File: config.mk
export PLATFORM = sky130hd
export DESIGN_NAME = rw_interleave_arb
export DESIGN_NICKNAME = d
export VERILOG_FILES = /design/src/rtl/rwia_pkg.sv /design/src/rtl/rwia_lane_pick.sv /design/src/rtl/rwia_turn_fsm.sv /design/src/rtl/rw_interleave_arb.sv
export SDC_FILE = /design/constraint.sdc
export NUM_CORES = 1
export LEC_CHECK = 0
export BUFFER_PORTS_ARGS = -buffer_cell sky130_fd_sc_hd__buf_2
export CAP_MARGIN = 0
export CORE_ASPECT_RATIO = 0.7
export CORE_UTILIZATION = 45
export CTS_BUF_LIST = sky130_fd_sc_hd__clkbuf_16
export CTS_CLUSTER_SIZE = 20
export DETAILED_ROUTE_END_ITERATION = 16
export PLACE_DENSITY = 0.71
export SYNTH_ARGS = -nofsm -noshare
export SYNTH_HDL_FRONTEND = slang
export SYNTH_SLANG_ARGS = --single-unit
export TNS_END_PERCENT = 10
File: constraint.sdc
create_clock -name clk -period 4 [get_ports clk]
set_input_delay 0.2 -clock clk [delete_from_list [all_inputs] [get_ports clk]]
set_output_delay 0.2 -clock clk [all_outputs]
set_load 0.01 [all_outputs]
File: src/rtl/rwia_pkg.sv
package rwia_pkg;

    typedef enum logic [1:0] {
        ST_IDLE = 2'd0,
        ST_RD   = 2'd1,
        ST_WR   = 2'd2,
        ST_TURN = 2'd3
    } arb_state_e;

    typedef enum logic {
        DIR_RD = 1'b0,
        DIR_WR = 1'b1
    } dir_e;

endpackage

File: src/rtl/rwia_lane_pick.sv
// Per-direction lane selection with a transfer lock.
module rwia_lane_pick #(
    parameter int NPRIO = 4,
    localparam int PW = (NPRIO > 1) ? $clog2(NPRIO) : 1
) (
    input  logic             clk,
    input  logic             rst_n,
    input  logic [NPRIO-1:0] lane_valid,
    input  logic [NPRIO-1:0] lane_last,
    input  logic             serve,
    output logic             has_word,
    output logic [PW-1:0]    pick_idx,
    output logic [NPRIO-1:0] lane_ready,
    output logic             xfer_done
);

    logic          open_q;
    logic [PW-1:0] open_idx_q;
    logic [PW-1:0] hi_idx;
    logic          hi_any;
    logic          fire;

    // highest-index valid lane wins
    always_comb begin
        hi_idx = '0;
        hi_any = 1'b0;
        for (int i = 0; i < NPRIO; i++) begin
            if (lane_valid[i]) begin
                hi_idx = PW'(i);
                hi_any = 1'b1;
            end
        end
    end

    always_comb begin
        if (open_q) begin
            pick_idx = open_idx_q;
            has_word = lane_valid[open_idx_q];
        end else begin
            pick_idx = hi_idx;
            has_word = hi_any;
        end
    end

    assign fire      = serve && has_word;
    assign xfer_done = fire && lane_last[pick_idx];

    for (genvar g = 0; g < NPRIO; g++) begin : g_ready
        assign lane_ready[g] = fire && (pick_idx == PW'(g));
    end

    always_ff @(posedge clk) begin
        if (!rst_n) begin
            open_q     <= 1'b0;
            open_idx_q <= '0;
        end else if (fire) begin
            open_q     <= !lane_last[pick_idx];
            open_idx_q <= pick_idx;
        end
    end

endmodule

File: src/rtl/rwia_turn_fsm.sv
// Direction state machine: burst counting and turnaround penalty.
module rwia_turn_fsm
    import rwia_pkg::*;
#(
    parameter int RD_BURST = 16,
    parameter int WR_BURST = 8,
    localparam int BMAX = (RD_BURST > WR_BURST) ? RD_BURST : WR_BURST,
    localparam int BW   = $clog2(BMAX + 1)
) (
    input  logic       clk,
    input  logic       rst_n,
    input  logic [1:0] turn_cfg,
    input  logic       rd_has,
    input  logic       wr_has,
    output logic       rd_serve,
    output logic       wr_serve
);

    localparam logic [BW-1:0] RD_LIM = BW'(RD_BURST);
    localparam logic [BW-1:0] WR_LIM = BW'(WR_BURST);

    arb_state_e    st_q, st_n;
    dir_e          tgt_q, tgt_n;
    logic [BW-1:0] cnt_q, cnt_n;
    logic [1:0]    tc_q, tc_n;
    logic [BW-1:0] cnt_inc;

    assign cnt_inc = cnt_q + BW'(1);

    // state register
    always_ff @(posedge clk) begin
        if (!rst_n) begin
            st_q  <= ST_IDLE;
            tgt_q <= DIR_RD;
            cnt_q <= '0;
            tc_q  <= '0;
        end else begin
            st_q  <= st_n;
            tgt_q <= tgt_n;
            cnt_q <= cnt_n;
            tc_q  <= tc_n;
        end
    end

    // next state and outputs
    always_comb begin
        st_n     = st_q;
        tgt_n    = tgt_q;
        cnt_n    = cnt_q;
        tc_n     = tc_q;
        rd_serve = 1'b0;
        wr_serve = 1'b0;
        unique case (st_q)
            ST_IDLE: begin
                if (rd_has) begin
                    rd_serve = 1'b1;
                    st_n     = ST_RD;
                    cnt_n    = BW'(1);
                end else if (wr_has) begin
                    wr_serve = 1'b1;
                    st_n     = ST_WR;
                    cnt_n    = BW'(1);
                end
            end
            ST_RD: begin
                if (rd_has) begin
                    rd_serve = 1'b1;
                    if (cnt_inc >= RD_LIM) begin
                        cnt_n = '0;
                        if (wr_has) begin
                            st_n  = ST_TURN;
                            tgt_n = DIR_WR;
                            tc_n  = turn_cfg;
                        end
                    end else begin
                        cnt_n = cnt_inc;
                    end
                end else if (wr_has) begin
                    // this idle cycle is the first penalty cycle
                    cnt_n = '0;
                    tgt_n = DIR_WR;
                    if (turn_cfg == 2'd0) begin
                        st_n = ST_WR;
                    end else begin
                        st_n = ST_TURN;
                        tc_n = turn_cfg - 2'd1;
                    end
                end
            end
            ST_WR: begin
                if (wr_has) begin
                    wr_serve = 1'b1;
                    if (cnt_inc >= WR_LIM) begin
                        cnt_n = '0;
                        if (rd_has) begin
                            st_n  = ST_TURN;
                            tgt_n = DIR_RD;
                            tc_n  = turn_cfg;
                        end
                    end else begin
                        cnt_n = cnt_inc;
                    end
                end else if (rd_has) begin
                    cnt_n = '0;
                    tgt_n = DIR_RD;
                    if (turn_cfg == 2'd0) begin
                        st_n = ST_RD;
                    end else begin
                        st_n = ST_TURN;
                        tc_n = turn_cfg - 2'd1;
                    end
                end
            end
            ST_TURN: begin
                if (tc_q == 2'd0) begin
                    st_n = (tgt_q == DIR_WR) ? ST_WR : ST_RD;
                end else begin
                    tc_n = tc_q - 2'd1;
                end
            end
        endcase
    end

endmodule

File: src/rtl/rw_interleave_arb.sv
// Top: two lane pickers and the direction state machine.
module rw_interleave_arb #(
    parameter int NPRIO    = 4,
    parameter int RD_BURST = 16,
    parameter int WR_BURST = 8,
    localparam int PW = (NPRIO > 1) ? $clog2(NPRIO) : 1
) (
    input  logic             clk,
    input  logic             rst_n,
    input  logic [1:0]       turn_cfg,
    input  logic [NPRIO-1:0] rd_valid,
    input  logic [NPRIO-1:0] rd_last,
    output logic [NPRIO-1:0] rd_ready,
    input  logic [NPRIO-1:0] wr_valid,
    input  logic [NPRIO-1:0] wr_last,
    output logic [NPRIO-1:0] wr_ready,
    output logic             mem_cmd_valid,
    output logic             mem_cmd_write,
    output logic [PW-1:0]    mem_cmd_prio,
    output logic             rd_done,
    output logic             wr_done
);

    logic [1:0][NPRIO-1:0] lv, ll, lr;
    logic [1:0][PW-1:0]    pidx;
    logic [1:0]            has, serve, done;

    assign lv[0] = rd_valid;
    assign lv[1] = wr_valid;
    assign ll[0] = rd_last;
    assign ll[1] = wr_last;

    for (genvar d = 0; d < 2; d++) begin : g_dir
        rwia_lane_pick #(.NPRIO(NPRIO)) u_pick (
            .clk       (clk),
            .rst_n     (rst_n),
            .lane_valid(lv[d]),
            .lane_last (ll[d]),
            .serve     (serve[d]),
            .has_word  (has[d]),
            .pick_idx  (pidx[d]),
            .lane_ready(lr[d]),
            .xfer_done (done[d])
        );
    end

    rwia_turn_fsm #(.RD_BURST(RD_BURST), .WR_BURST(WR_BURST)) u_fsm (
        .clk     (clk),
        .rst_n   (rst_n),
        .turn_cfg(turn_cfg),
        .rd_has  (has[0]),
        .wr_has  (has[1]),
        .rd_serve(serve[0]),
        .wr_serve(serve[1])
    );

    assign rd_ready      = lr[0];
    assign wr_ready      = lr[1];
    assign rd_done       = done[0];
    assign wr_done       = done[1];
    assign mem_cmd_valid = |lr;
    assign mem_cmd_write = |lr[1];
    assign mem_cmd_prio  = (|lr[1]) ? pidx[1] : ((|lr[0]) ? pidx[0] : '0);

endmodule

== Word-level counts from Yosys, hierarchy flattened ==
Index checks and enable logic that the tools add are counted.
Widths: inputs -> output; s select.
Operators by class
  add/subtract/negate cells: 3
  $mul: 0
  div/mod/pow operators: 0
  $lt $le $gt $ge: 6
  eq/ne operators: 18
  shifts and indexed selects: 0
  muxes and demuxes: 75
  bitwise operators: 0
  reduce and logical (&&, ||, !) cells: 30
Operator list (count)
  $mux 2: 31
  $mux 5: 8
  $mux 1: 27
  $reduce_and 8->1: 2
  $ne 3x3->1 const B: 5
  $pmux 5 s3: 1
  $eq 2x2->1 const B: 6
  $logic_and 1x1->1: 12
  $lt 2x3->1 const B: 4
  $logic_not 2->1: 5
  $bmux 1 s2: 4
  $pmux 2 s4: 1
  $reduce_or 4->1: 2
  $reduce_or 8->1: 1
  $eq 2x1->1 const B: 3
  $ne 3x2->1 const B: 2
  $pmux 2 s3: 1
  $reduce_bool 3->1: 2
  $add 5x1->5 const B: 1
  $ge 5x4->1 const B: 1
  $ge 5x5->1 const B: 1
  $pmux 1 s2: 2
  $reduce_and 4->1: 1
  $sub 2x1->2 const B: 2
  other kinds (6): 7
Word-level totals
  register bits after elaboration: 16
  latch bits: 0
  bits in writable memories: 0
  ROM bits: 0
  bits of input ports: 20
  output and inout port bits: 14
  word-level logic and storage cells: 140
  memories: 0

== Depth between registers and ports, before layout ==
  word-level depth: 12
  mapped depth: 8
  depth with buffers taken out: 8

== Modules after synthesis ==
A second synthesis with hierarchy kept.
Second synthesis, totals
  cells, all modules: 189
  area total of the unflattened synthesis: 1440.1 µm²
By module, submodules not included
  rwia_turn_fsm: instances 1, cells an instance 99, area each 759.5 µm², sequential area each 200.2 µm²
  rwia_lane_pick: instances 2, cells an instance 40, area each 300.3 µm², sequential area each 60.1 µm²
  rw_interleave_arb: instances 1, cells an instance 10, area each 80.1 µm², sequential area each 0.0 µm²

== Least setup slack after synthesis ==
OpenSTA, ideal clock, no wires.
  path kind: register -> register
  start point: reg g_dir[1].u_pick.open_q
  end point: reg u_fsm.tc_q[1]
  setup time: 0.131 ns
  arrival time: 1.925 ns
  required time: 3.869 ns
  setup slack: 1.944 ns
  stages on the path, launching flop included: 7
  buffers on the path: 0
  period minus slack after synthesis: 2.056 ns
  cell sequence: dfxtp_1 -> or4_4 -> o22a_2 -> a21oi_2 -> mux2_1 -> a222oi_1 -> o22ai_1
Between the ends
  cells in the longest elaborated chain, start to end: 3
  elaborated cells between the ends (all ways): 8
  classes of those cells: eq/ne: 4; mux: 3; reduce/logical: 1
Ends and longest elaborated chain
  from (decl): RTL line rwia_lane_pick.sv:17  | logic open_q;
  from (signal assigned): RTL line rwia_lane_pick.sv:57  | open_q <= !lane_last[pick_idx];
  $mux 1 (*): RTL line rwia_lane_pick.sv:36  | if (open_q) begin
  $ne 3x3->1 (no line), or another cell as far along
  $reduce_and 8->1 (no line) or $pmux 2 s3 (tied branches)
  to (signal assigned): RTL line rwia_turn_fsm.sv:41  | tc_q <= tc_n;
  to (decl): RTL line rwia_turn_fsm.sv:25  | logic [1:0] tc_q, tc_n;
Mark *: on every way between the ends. The rest lies on a longest branch, timed or not.
A chain may end at the register's enable or synchronous reset.

== Worst setup path after layout ==
  start point: reg g_dir[1].u_pick.open_q
  end point: out wr_ready[1]
Between the ends
  cells in the longest elaborated chain, start to end: 6
  elaborated cells between the ends (all ways): 8
  classes of those cells: eq/ne: 1; mux: 5; reduce/logical: 2
Ends and longest elaborated chain
  $mux 1: RTL line rwia_lane_pick.sv:36
  $mux 1: RTL line rwia_turn_fsm.sv:59, rwia_turn_fsm.sv:91
  $mux 1: RTL line rwia_turn_fsm.sv:55  | if (rd_has) begin
  $pmux 1 s2: RTL line rwia_turn_fsm.sv:53  | unique case (st_q)
  $logic_and 1x1->1: RTL line rwia_lane_pick.sv:45  | assign fire = serve && has_word;
  $logic_and 1x1->1 (*): RTL line rwia_lane_pick.sv:49  | assign lane_ready[g] = fire && (pick_idx == PW'(g));
  to (decl): RTL line rw_interleave_arb.sv:16  | output logic [NPRIO-1:0] wr_ready,
Marked as above.

==> reports/results.tsv <==
metric	value	unit
status	completed	
antenna_found_initial	0	
maxClockFrequency	420.9	MHz
path_max_fanout	8	
grt_pass1_wl	6.354	mm
max-cap-violations	0	
drc	0	
synthArstFlopShare	0	%
cts.sinks	16	
dp_hpwl	2.908	mm
syn_to_final_growth	18.32	%
skew	0.009260	ns
worst_slack	1.624	ns
min_path_type	in -> reg	
arrival	2.18	ns
power_density	694.8	nW/um^2
cts_tree	done	
ant_nets	0	
cellLeakagePower	0.7714	nW
vias	1519	
combPwrFrac	61.0	%
synth_area_leaders	dfxtp_1, ha_1, nand2_1	
synth_top_area_share	21.92	%
start_kind	register	
yosysTopAreaCell	dfxtp_1	
cts_hold_buf	0	
cts_setup_buffers	0	
gr-total-overflow	0	
ys_seq_area_share	21.92	%
place_ws	1.794	ns
timing.final.crit_share	59.40	%
sw_frac_of_total	47.19	%
timing.final.crit_period	2.376	ns
p_int	0.6344	mW
coreArea	2943	um^2
slowest_stage	a21oi_1	
yosysMostFrequentCell	nand2_1	
ys_top_cells_by_count	nand2_1, nor2_1, dfxtp_1, inv_1, a21oi_1	
final_nets	253	
dieArea	3483	um^2
end_kind	primary output	
max_slew.worst_pin.slew	0.6072	ns
rsz0062_at_grt	false	
yosys_warnings	0	
ios	34	
port_buffers	33	
synth-seq-cells	16	
grt_max_degree	12	
final-setup-viol-count	0	
antenna_cells	0	
avgSynthCellArea	7.611	um^2
yosys.cell_types.count	60	
peakVddDrop	0.3273	mV
worstSkewPairLatency	0.25	ns
max-slew-margin-rel	59.52	%
place_congestion	0.9573	
via_per_inst	5.842	
crit_type	reg -> out	
drt_iter0_markers	66	
grt_usage	23.24	%
clockRootBuffer	clkbuf_16	
synth_edf_count	0	
wirelength	3.759	mm
switchingPower	0.5670	mW
final.fill_count	289	
clk_pin_slew	0.05	ns
drive_above_1_share	22.77	%
numCtsBuffers	3	
p_clk_share	16.4	%
cts-resized-gates	0	
die_y	49.68	um
final.setup.tns	0	ns
start_util	49.66	%
max_stage_delay	0.49	ns
detail_route.wl_per_cell	14.46	um
grt_pass1_vias	1380	
firstDrtPassIters	4	
drv_slew	0	
cts_buffer_depth	2	
syn_nets	220	
fp-row-count	16	
hold_viol	0	
die_w	70.11	um
seq_power_share	22.6	%
ys.flop_type	dfxtp_1	
htreeDepth	1	
worstPathRequired	3.80	ns
synthesis.area	1461	um^2
crit_chain	or4_4 > o22ai_2 > a21oi_1 > o21ai_2 > inv_2 > nand2_1 > nor2_1 > buf_2	
synth_cells	192	
==> routing by layer <==
layer,vias up,track usage (%),part of all wire [%]
met1,676,33.17,50
met3,4,6.135,8.8
met5,-,0,0
met2,66,34.94,41
met4,0,5.000,0.74
li1,773,-,-
==> worst paths after layout <==
check	startpoint	end	slack, ns	cells after the start
setup / recovery	g_dir[1].u_pick.open_q	wr_ready[1]	1.62	8
setup reg to reg	g_dir[0].u_pick.open_q	u_fsm.tc_q[1]	1.76	6
hold / removal	rd_last[0]	g_dir[0].u_pick.open_q	0.27	4
hold reg to reg	u_fsm.tc_q[1]	u_fsm.tc_q[1]	0.48	2
==> layout by cell type, fill, tap and decap left out, types with 4 or more instances in the layout <==
cell       n
o21ai_0    4
nor3_1     6
ha_1       8
a21oi_1   15
a211oi_1   4
nor2_1    17
buf_2     33
mux2i_1    7
o21ai_1    4
dfxtp_1   16
nand2_1   22
nand3_1    6
inv_1     16
==> stage by stage <==
step | std cells | util, % | area, um^2 | total power [mW] | hold WS (ns)
2_1_floorplan | 192 | - | 1461 | 0.7974 | 0.4289
3_3_place_gp | 256 | 56.08 | 1650 | 1.001 | 0.4632
3_5_place_dp | 256 | 56.08 | 1650 | 0.9944 | 0.4772
4_1_cts | 260 | 58.76 | 1729 | 1.199 | 0.2717
5_1_grt | 260 | 58.76 | 1729 | 1.307 | 0.2992
6_report | 260 | 58.76 | 1729 | 1.201 | 0.2724
==> state kept, by name, indices dropped and copies added (netlist names) <==
register,flops
u_fsm.tc_q,2
g_dir.u_pick.open_idx_q,4
g_dir.u_pick.open_q,2
u_fsm.tgt_q,1
u_fsm.cnt_q,5
u_fsm.st_q,2
==> cells by family (layout without fill, tap and decap cells) <==
logic type / Yosys count / count (layout) / synth area share [%]
AOI/OAI and AO/OA: 62 / 62 / 31.68
xor gates and xnor gates: 4 / 4 / 2.398
adders and majority gates: 8 / 8 / 6.850
buffers and inverters: 22 / 54 / 5.821
DFF: 16 / 16 / 21.92
muxes: 11 / 11 / 8.647
and+or+nand+nor: 69 / 69 / 22.69
==> power groups by stage <==
stage          clock network [mW]  logic (mW)  registers, mW
6_report                    0.197       0.733          0.272
5_1_grt                     0.209       0.816          0.282
4_1_cts                     0.201       0.726          0.271
3_5_place_dp                    0       0.719          0.275
3_3_place_gp                    0       0.728          0.273
2_1_floorplan                   0       0.538          0.259
==> area by class of cell <==
type | count | area, um^2 | area share, %
clock inverter | 1 | 3.754 | 0.2171
sequential | 16 | 320.3 | 18.52
tap | 36 | 45.04 | 2.605
timing repair buffer | 33 | 165.2 | 9.551
multi-input combinational | 154 | 1056 | 61.07
inverter | 17 | 63.81 | 3.690
clock buffer | 3 | 75.07 | 4.342
==> worst max-delay path: cells and delay by family (launching register included) <==
family | cells | cell delay [ns]
buf+inv | 2 | 0.30
flops | 1 | 0.43
compound gates | 3 | 0.77
simple gates | 3 | 0.43
Power figures use the tool's default switching activity.
